### config.mk
export PLATFORM = sky130hd
export DESIGN_NAME = tmr_frame_guard
export DESIGN_NICKNAME = d
export VERILOG_FILES = /design/src/rtl/tfg_pkg.sv /design/src/rtl/tfg_perm_bank.sv /design/src/rtl/tfg_ctl_port.sv /design/src/rtl/tfg_filter.sv /design/src/rtl/tmr_frame_guard.sv
export SDC_FILE = /design/constraint.sdc
export NUM_CORES = 1
export LEC_CHECK = 0
export BUFFER_PORTS_ARGS = -buffer_cell sky130_fd_sc_hd__buf_2
export CORE_ASPECT_RATIO = 1.25
export CORE_MARGIN = 3
export CORE_UTILIZATION = 49
export DETAILED_ROUTE_END_ITERATION = 10
export PLACE_DENSITY = 0.94
export SLEW_MARGIN = 20
export SYNTH_ARGS = -nofsm -noshare
export SYNTH_HDL_FRONTEND = slang
export SYNTH_HIERARCHICAL = 1
export SYNTH_SLANG_ARGS = --single-unit
### constraint.sdc
create_clock -name clk -period 4.05 [get_ports clk]
set_input_delay 0.6075 -clock clk [delete_from_list [all_inputs] [get_ports clk]]
set_output_delay 0.6075 -clock clk [all_outputs]
set_load 0.02 [all_outputs]
### src/rtl/tfg_pkg.sv
package tfg_pkg;
    localparam int GRANT_W = 6;
    localparam int SEL_W   = 4;
    typedef logic [GRANT_W-1:0] grant_t;
    typedef enum logic [0:0] {ST_IDLE = 1'b0, ST_RESP = 1'b1} ctl_state_e;
    // grant bit positions; neighbours decode these
    localparam int GB_VTIMER = 4;
    localparam int GB_PTIMER = 5;
endpackage

### src/rtl/tfg_perm_bank.sv
module tfg_perm_bank
    import tfg_pkg::*;
#(
    parameter int     NUM_FRAMES = 8,
    parameter grant_t FIXED_MASK = '0,
    parameter grant_t FIXED_VAL  = '0,
    localparam int    IDX_W      = (NUM_FRAMES > 1) ? $clog2(NUM_FRAMES) : 1
) (
    input  logic                         clk,
    input  logic                         rst_n,
    input  logic                         wr_en,
    input  logic [IDX_W-1:0]             wr_idx,
    input  grant_t                       wr_bits,
    input  logic [NUM_FRAMES-1:0]        frame_impl,
    output grant_t [NUM_FRAMES-1:0]      grant_o
);
    grant_t eff [NUM_FRAMES];

    for (genvar f = 0; f < NUM_FRAMES; f++) begin : g_frame
        for (genvar b = 0; b < GRANT_W; b++) begin : g_bit
            if (FIXED_MASK[b]) begin : g_fixed
                assign eff[f][b] = FIXED_VAL[b];
            end else begin : g_cfg
                logic bit_q;
                always_ff @(posedge clk or negedge rst_n) begin
                    if (!rst_n)
                        bit_q <= 1'b0;
                    else if (wr_en && (wr_idx == IDX_W'(f)))
                        bit_q <= wr_bits[b];
                end
                assign eff[f][b] = bit_q;
            end
        end
        assign grant_o[f] = frame_impl[f] ? eff[f] : '0;
    end

    // the control port never writes into an unimplemented slot
    always_comb begin
        if (rst_n && wr_en)
            assert_no_unimpl_write_R8: assert (frame_impl[wr_idx]);
    end
endmodule

### src/rtl/tfg_ctl_port.sv
module tfg_ctl_port
    import tfg_pkg::*;
#(
    parameter int NUM_FRAMES = 8,
    parameter int ADDR_W     = 12,
    parameter int DATA_W     = 32,
    parameter int BASE_OFF   = 'h040,
    localparam int IDX_W     = (NUM_FRAMES > 1) ? $clog2(NUM_FRAMES) : 1,
    localparam int LAST_OFF  = BASE_OFF + 4 * NUM_FRAMES
) (
    input  logic                    clk,
    input  logic                    rst_n,
    input  logic                    req,
    input  logic                    write,
    input  logic                    secure,
    input  logic [ADDR_W-1:0]       addr,
    input  logic [DATA_W-1:0]       wdata,
    input  logic [NUM_FRAMES-1:0]   frame_impl,
    input  logic [NUM_FRAMES-1:0]   ns_permit,
    input  grant_t [NUM_FRAMES-1:0] grant_i,
    output logic                    ack,
    output logic [DATA_W-1:0]       rdata,
    output logic                    wr_en,
    output logic [IDX_W-1:0]        wr_idx,
    output grant_t                  wr_bits
);
    ctl_state_e          state_q, state_d;
    logic [DATA_W-1:0]   rdata_q, rd_val;
    logic [ADDR_W-1:0]   off;
    logic [IDX_W-1:0]    idx;
    logic                hit, allowed, accept;
    logic                unused_wdata;

    assign unused_wdata = ^wdata[DATA_W-1:GRANT_W];
    assign off = addr - ADDR_W'(BASE_OFF);
    assign idx = IDX_W'(off >> 2);
    assign hit = (addr >= ADDR_W'(BASE_OFF)) && (addr < ADDR_W'(LAST_OFF))
                 && (addr[1:0] == 2'b00);
    assign allowed = hit && frame_impl[idx] && (secure || ns_permit[idx]);
    assign accept  = req && (state_q == ST_IDLE);

    assign wr_en   = accept && write && allowed;
    assign wr_idx  = idx;
    assign wr_bits = wdata[GRANT_W-1:0];
    assign rd_val  = (allowed && !write) ? DATA_W'(grant_i[idx]) : '0;

    // state register
    always_ff @(posedge clk or negedge rst_n) begin
        if (!rst_n) begin
            state_q <= ST_IDLE;
            rdata_q <= '0;
        end else begin
            state_q <= state_d;
            rdata_q <= accept ? rd_val : '0;
        end
    end

    // next state and outputs
    always_comb begin
        state_d = state_q;
        ack     = 1'b0;
        unique case (state_q)
            ST_IDLE: if (req) state_d = ST_RESP;   // IDLE_ACCEPT
            ST_RESP: begin
                ack     = 1'b1;
                state_d = ST_IDLE;                 // RESP_DONE
            end
            default: state_d = ST_IDLE;
        endcase
    end
    assign rdata = rdata_q;

    assert_ack_pulse_R11: assert property (@(posedge clk) disable iff (!rst_n)
        ack |=> !ack);
    assert_rdata_quiet_R11: assert property (@(posedge clk) disable iff (!rst_n)
        !ack |-> (rdata == '0));
    assert_no_write_in_resp_R11: assert property (@(posedge clk) disable iff (!rst_n)
        ack |-> !wr_en);
    assert_ns_blocked_R7: assert property (@(posedge clk) disable iff (!rst_n)
        (req && !secure && hit && !ns_permit[idx]) |-> !wr_en);
endmodule

### src/rtl/tfg_filter.sv
module tfg_filter
    import tfg_pkg::*;
#(
    parameter int NUM_FRAMES = 8,
    parameter int DATA_W     = 32,
    localparam int IDX_W     = (NUM_FRAMES > 1) ? $clog2(NUM_FRAMES) : 1
) (
    input  grant_t [NUM_FRAMES-1:0] grant_i,
    input  logic                    frm_req,
    input  logic                    frm_write,
    input  logic [IDX_W-1:0]        frm_frame,
    input  logic [SEL_W-1:0]        frm_sel,
    input  logic [DATA_W-1:0]       frm_wdata,
    output logic [DATA_W-1:0]       frm_rdata,
    input  logic [DATA_W-1:0]       rf_rdata,
    output logic                    rf_we,
    output logic [IDX_W-1:0]        rf_frame,
    output logic [SEL_W-1:0]        rf_sel,
    output logic [DATA_W-1:0]       rf_wdata
);
    logic [2:0] gbit;
    logic       sel_ok, sel_rw, frame_ok, granted;

    always_comb begin
        gbit   = 3'd0;
        sel_ok = 1'b1;
        sel_rw = 1'b0;
        unique case (frm_sel)
            4'd0, 4'd1, 4'd2, 4'd3: gbit = frm_sel[2:0];
            4'd4, 4'd5, 4'd6: begin gbit = 3'(GB_VTIMER); sel_rw = 1'b1; end
            4'd7, 4'd8, 4'd9: begin gbit = 3'(GB_PTIMER); sel_rw = 1'b1; end
            default: sel_ok = 1'b0;
        endcase
    end

    assign frame_ok  = (32'(frm_frame) < NUM_FRAMES);
    assign granted   = sel_ok && frame_ok && grant_i[frm_frame][gbit];
    assign frm_rdata = (frm_req && !frm_write && granted) ? rf_rdata : '0;
    assign rf_we     = frm_req && frm_write && granted && sel_rw;
    assign rf_frame  = frm_frame;
    assign rf_sel    = frm_sel;
    assign rf_wdata  = frm_wdata;

    always_comb begin
        if (rf_we)
            assert_we_rw_class_R6: assert (frm_sel >= 4'd4 && frm_sel <= 4'd9);
        if (frm_req && !frm_write && !granted)
            assert_deny_zero_R4: assert (frm_rdata == '0);
    end
endmodule

### src/rtl/tmr_frame_guard.sv
module tmr_frame_guard
    import tfg_pkg::*;
#(
    parameter int     NUM_FRAMES = 8,
    parameter int     ADDR_W     = 12,
    parameter int     DATA_W     = 32,
    parameter int     BASE_OFF   = 'h040,
    parameter grant_t FIXED_MASK = '0,
    parameter grant_t FIXED_VAL  = '0,
    localparam int    IDX_W      = (NUM_FRAMES > 1) ? $clog2(NUM_FRAMES) : 1
) (
    input  logic                  clk,
    input  logic                  rst_n,
    input  logic                  ctl_req,
    input  logic                  ctl_write,
    input  logic                  ctl_secure,
    input  logic [ADDR_W-1:0]     ctl_addr,
    input  logic [DATA_W-1:0]     ctl_wdata,
    output logic                  ctl_ack,
    output logic [DATA_W-1:0]     ctl_rdata,
    input  logic [NUM_FRAMES-1:0] frame_impl,
    input  logic [NUM_FRAMES-1:0] ns_permit,
    input  logic                  frm_req,
    input  logic                  frm_write,
    input  logic [IDX_W-1:0]      frm_frame,
    input  logic [3:0]            frm_sel,
    input  logic [DATA_W-1:0]     frm_wdata,
    output logic [DATA_W-1:0]     frm_rdata,
    output logic                  rf_we,
    output logic [IDX_W-1:0]      rf_frame,
    output logic [3:0]            rf_sel,
    output logic [DATA_W-1:0]     rf_wdata,
    input  logic [DATA_W-1:0]     rf_rdata
);
    grant_t [NUM_FRAMES-1:0] grants;
    logic                    wr_en;
    logic [IDX_W-1:0]        wr_idx;
    grant_t                  wr_bits;

    tfg_ctl_port #(.NUM_FRAMES(NUM_FRAMES), .ADDR_W(ADDR_W), .DATA_W(DATA_W),
                   .BASE_OFF(BASE_OFF)) u_ctl (
        .clk(clk), .rst_n(rst_n), .req(ctl_req), .write(ctl_write),
        .secure(ctl_secure), .addr(ctl_addr), .wdata(ctl_wdata),
        .frame_impl(frame_impl), .ns_permit(ns_permit), .grant_i(grants),
        .ack(ctl_ack), .rdata(ctl_rdata), .wr_en(wr_en), .wr_idx(wr_idx),
        .wr_bits(wr_bits));

    tfg_perm_bank #(.NUM_FRAMES(NUM_FRAMES), .FIXED_MASK(FIXED_MASK),
                    .FIXED_VAL(FIXED_VAL)) u_bank (
        .clk(clk), .rst_n(rst_n), .wr_en(wr_en), .wr_idx(wr_idx),
        .wr_bits(wr_bits), .frame_impl(frame_impl), .grant_o(grants));

    tfg_filter #(.NUM_FRAMES(NUM_FRAMES), .DATA_W(DATA_W)) u_flt (
        .grant_i(grants), .frm_req(frm_req), .frm_write(frm_write),
        .frm_frame(frm_frame), .frm_sel(frm_sel), .frm_wdata(frm_wdata),
        .frm_rdata(frm_rdata), .rf_rdata(rf_rdata), .rf_we(rf_we),
        .rf_frame(rf_frame), .rf_sel(rf_sel), .rf_wdata(rf_wdata));

    // with every grant bit clear no write may reach the register file
    assert_denied_no_we_R5: assert property (@(posedge clk) disable iff (!rst_n)
        (frm_req && frm_write && (32'(frm_frame) < NUM_FRAMES)
         && (grants[frm_frame] == '0)) |-> !rf_we);
endmodule

==> impl_metrics.json <==
{
  "finalCritPeriodShare": 0.937,
  "grt_max_degree": 34,
  "syn_avg_cell_area_um2": 10.7,
  "wl_per_cell_um": 20.2,
  "criticalPathCategory": "in -> out",
  "diodes": 0,
  "n_fill_cell": 728,
  "syn_to_final_growth_pct": 6.47,
  "detail_route.first_pass.iterations": 4,
  "place_congestion": 0.917,
  "crit_fanout": 32,
  "worst_pin_slew_ns": 0.837,
  "power.share.switching": 0.304,
  "worstRegToRegCells": 6,
  "status": "completed",
  "grt-ovfl-total": 0,
  "antenna_found_initial": 0,
  "grt_pass1_wl_mm": 17.9,
  "track_usage": 0.225,
  "synth_cell_types": 42,
  "power_density_nw_per_um2": 229,
  "portBuffers": 126,
  "drc_errors": 0,
  "drt-initial-drc-count": 452,
  "reg2reg_to": "u_bank/g_frame[0].g_bit[1].g_cfg.bit_q",
  "ant_nets": 0,
  "core-area_um2": 8700,
  "cap_violations": 0,
  "grt_pass1_vias": 3287,
  "crit_required_ns": 3.44,
  "tns_ns": 0,
  "p_comb_frac": 0.175,
  "cts_max_level": 2,
  "ctsHoldBuffers": 0,
  "ys_warn_count": 6,
  "cts_resized": 0,
  "reg2reg_from": "u_ctl/state_q",
  "slew_headroom": 0.435,
  "slew_viol_final": 0,
  "fin_nets": 618,
  "r2r_slack_ns": 1.65,
  "synth_edf_count": 0,
  "netlist_instances": 413,
  "synthFlopType": "dfrtp_1",
  "seq_area_frac_synth": 0.312,
  "rsz0062_at_grt": "false",
  "seqPwrFrac": 0.513,
  "worstHoldPathType": "in -> async",
  "max_freq_mhz": 263,
  "final_common_cell": "buf_2",
  "cts.clk_slew.worst_paths_ns": 0.11,
  "clk_path_buf_depth": 2,
  "crit_path_start_kind": "primary input",
  "setup_slack_ns": 0.255,
  "p_leak_nw": 2.47,
  "syn-cell-area_um2": 4410,
  "crit_arrival_ns": 3.19,
  "holdWs_ns": 0.235,
  "cts_tree": "built",
  "num_rows": 38,
  "die_y_um": 112,
  "cts_buffers": 5,
  "place_inst": 593,
  "setup_viol_count_final": 0,
  "max-vdd-ir-drop_mv": 0.195,
  "die_w_um": 90.9,
  "ios": 243,
  "dp_hpwl_mm": 9.69,
  "clk_latency_ns": 0.32,
  "post_cts_buffers": 0,
  "die_area_um2": 10200,
  "fin_worst_skew_ns": 0.00851,
  "clockPowerShare": 0.312,
  "fin_cells": 601,
  "clock-sinks": 55,
  "cp-end-kind": "output port",
  "floorplan.initialDensity": 0.507,
  "ys_ff_latch": 55,
  "final_cell_mix": "buf_2 (126), dfrtp_1 (55), mux2_2 (50)",
  "intPower_mw": 0.747,
  "hold_violations": 0,
  "num_vias": 3360,
  "fin_crit_ns": 3.80,
  "drive_above_1_share": 0.435,
  "dp_slack_ns": 0.305,
  "cts-root-buf": "clkbuf_8",
  "synthArstFlopShare": 1.00,
  "viasPerCell": 5.59,
  "drt_wl_total_mm": 12.2,
  "p_sw_mw": 0.326
}
==> cell usage after synthesis, types with 2 or more instances <==
| cell | instances | area [um2] |
|---|---|---|
| nand4_1 | 2 | 12.5 |
| nor2_2 | 3 | 18.8 |
| nand2_1 | 34 | 128 |
| clkbuf_1 | 6 | 22.5 |
| nand4b_1 | 3 | 26.3 |
| mux2_2 | 50 | 563 |
| mux4_1 | 15 | 394 |
| mux4_2 | 8 | 180 |
| nand3_1 | 4 | 20.0 |
| nor4bb_1 | 3 | 30.0 |
| and2_1 | 49 | 307 |
| buf_2 | 4 | 20.0 |
| mux2i_1 | 20 | 200 |
| nor2b_1 | 5 | 31.3 |
| buf_6 | 8 | 90.1 |
| buf_4 | 77 | 578 |
| clkbuf_8 | 3 | 41.3 |
| nor2_1 | 39 | 146 |
| nand3b_1 | 3 | 22.5 |
| dfrtp_1 | 55 | 1380 |
==> sequential cells by signal (all words and copies together), names as in the netlist <==
register                          flops
u_ctl/rdata                           6
u_bank/g_frame.g_bit.g_cfg.bit_q     48
u_ctl/state_q                         1
==> power by group through the flow <==
stage / Clock, mW / Combinational (mW) / Sequential [mW]
CTS: 0.344 / 0.187 / 0.550
finish: 0.335 / 0.188 / 0.550
global placement: 0 / 0.181 / 0.561
floorplan: 0 / 0.187 / 0.562
global route: 0.365 / 0.203 / 0.551
detailed placement: 0 / 0.186 / 0.561
==> layout make-up <==
type / instances / area [um2] / share of cell area
well taps: 120 / 150 / 0.0320
flip-flops and latches: 55 / 1380 / 0.293
inverters: 1 / 3.75 / 0.000799
clock buffers: 5 / 68.8 / 0.0147
multi-input cells: 284 / 2380 / 0.507
clock inverters: 3 / 33.8 / 0.00719
repair buffers: 133 / 683 / 0.145
==> cells by family (layout without fill, tap and decap cells) <==
logic type             count (synthesis)  in the layout  share of synthesized area
AND/OR/NAND/NOR                      153            153                      0.186
buffers and inverters                 99            142                      0.171
AO/OA/AOI/OAI                         12             12                     0.0264
multiplexers                          93             93                      0.303
other                                  1             26                   0.000850
flip-flops                            55             55                      0.312
==> critical path, cell delays in order <==
cell and delay, ns:
buf_2 0.36, mux4_1 0.67, mux2_2 0.30, nand2_1 0.09, o311ai_0 0.28, a22oi_4 0.25, buf_4 0.33, nor2_1 0.12
buf_2 0.18
==> layer usage <==
metal / global-route usage / part of all wire / up-vias
met5: 0 / 0 / -
met4: 0.0805 / 0.029 / 0
met3: 0.105 / 0.14 / 32
met2: 0.370 / 0.49 / 248
met1: 0.259 / 0.35 / 1601
li1: - / - / 1479
==> worst max path at each step <==
stage / slack [ns] / from / end
4_1_cts: 0.30 / frm_frame[0] / frm_rdata[6]
3_3_place_gp: 0.39 / frm_frame[0] / frm_rdata[6]
6_report: 0.25 / frm_frame[0] / frm_rdata[9]
3_5_place_dp: 0.31 / frm_frame[0] / frm_rdata[6]
2_1_floorplan: 1.05 / frm_frame[0] / frm_rdata[2]
5_1_grt: 0.16 / frm_frame[0] / frm_rdata[9]
==> through the flow <==
step           utilization  cell area [um2]  total power [mW]
2_1_floorplan            -             4500             0.750
3_3_place_gp         0.527             4590             0.742
3_5_place_dp         0.527             4590             0.747
4_1_cts              0.539             4690              1.08
5_1_grt              0.540             4700              1.12
6_report             0.540             4700              1.07
Note: power is estimated with default switching activity, not from simulation.
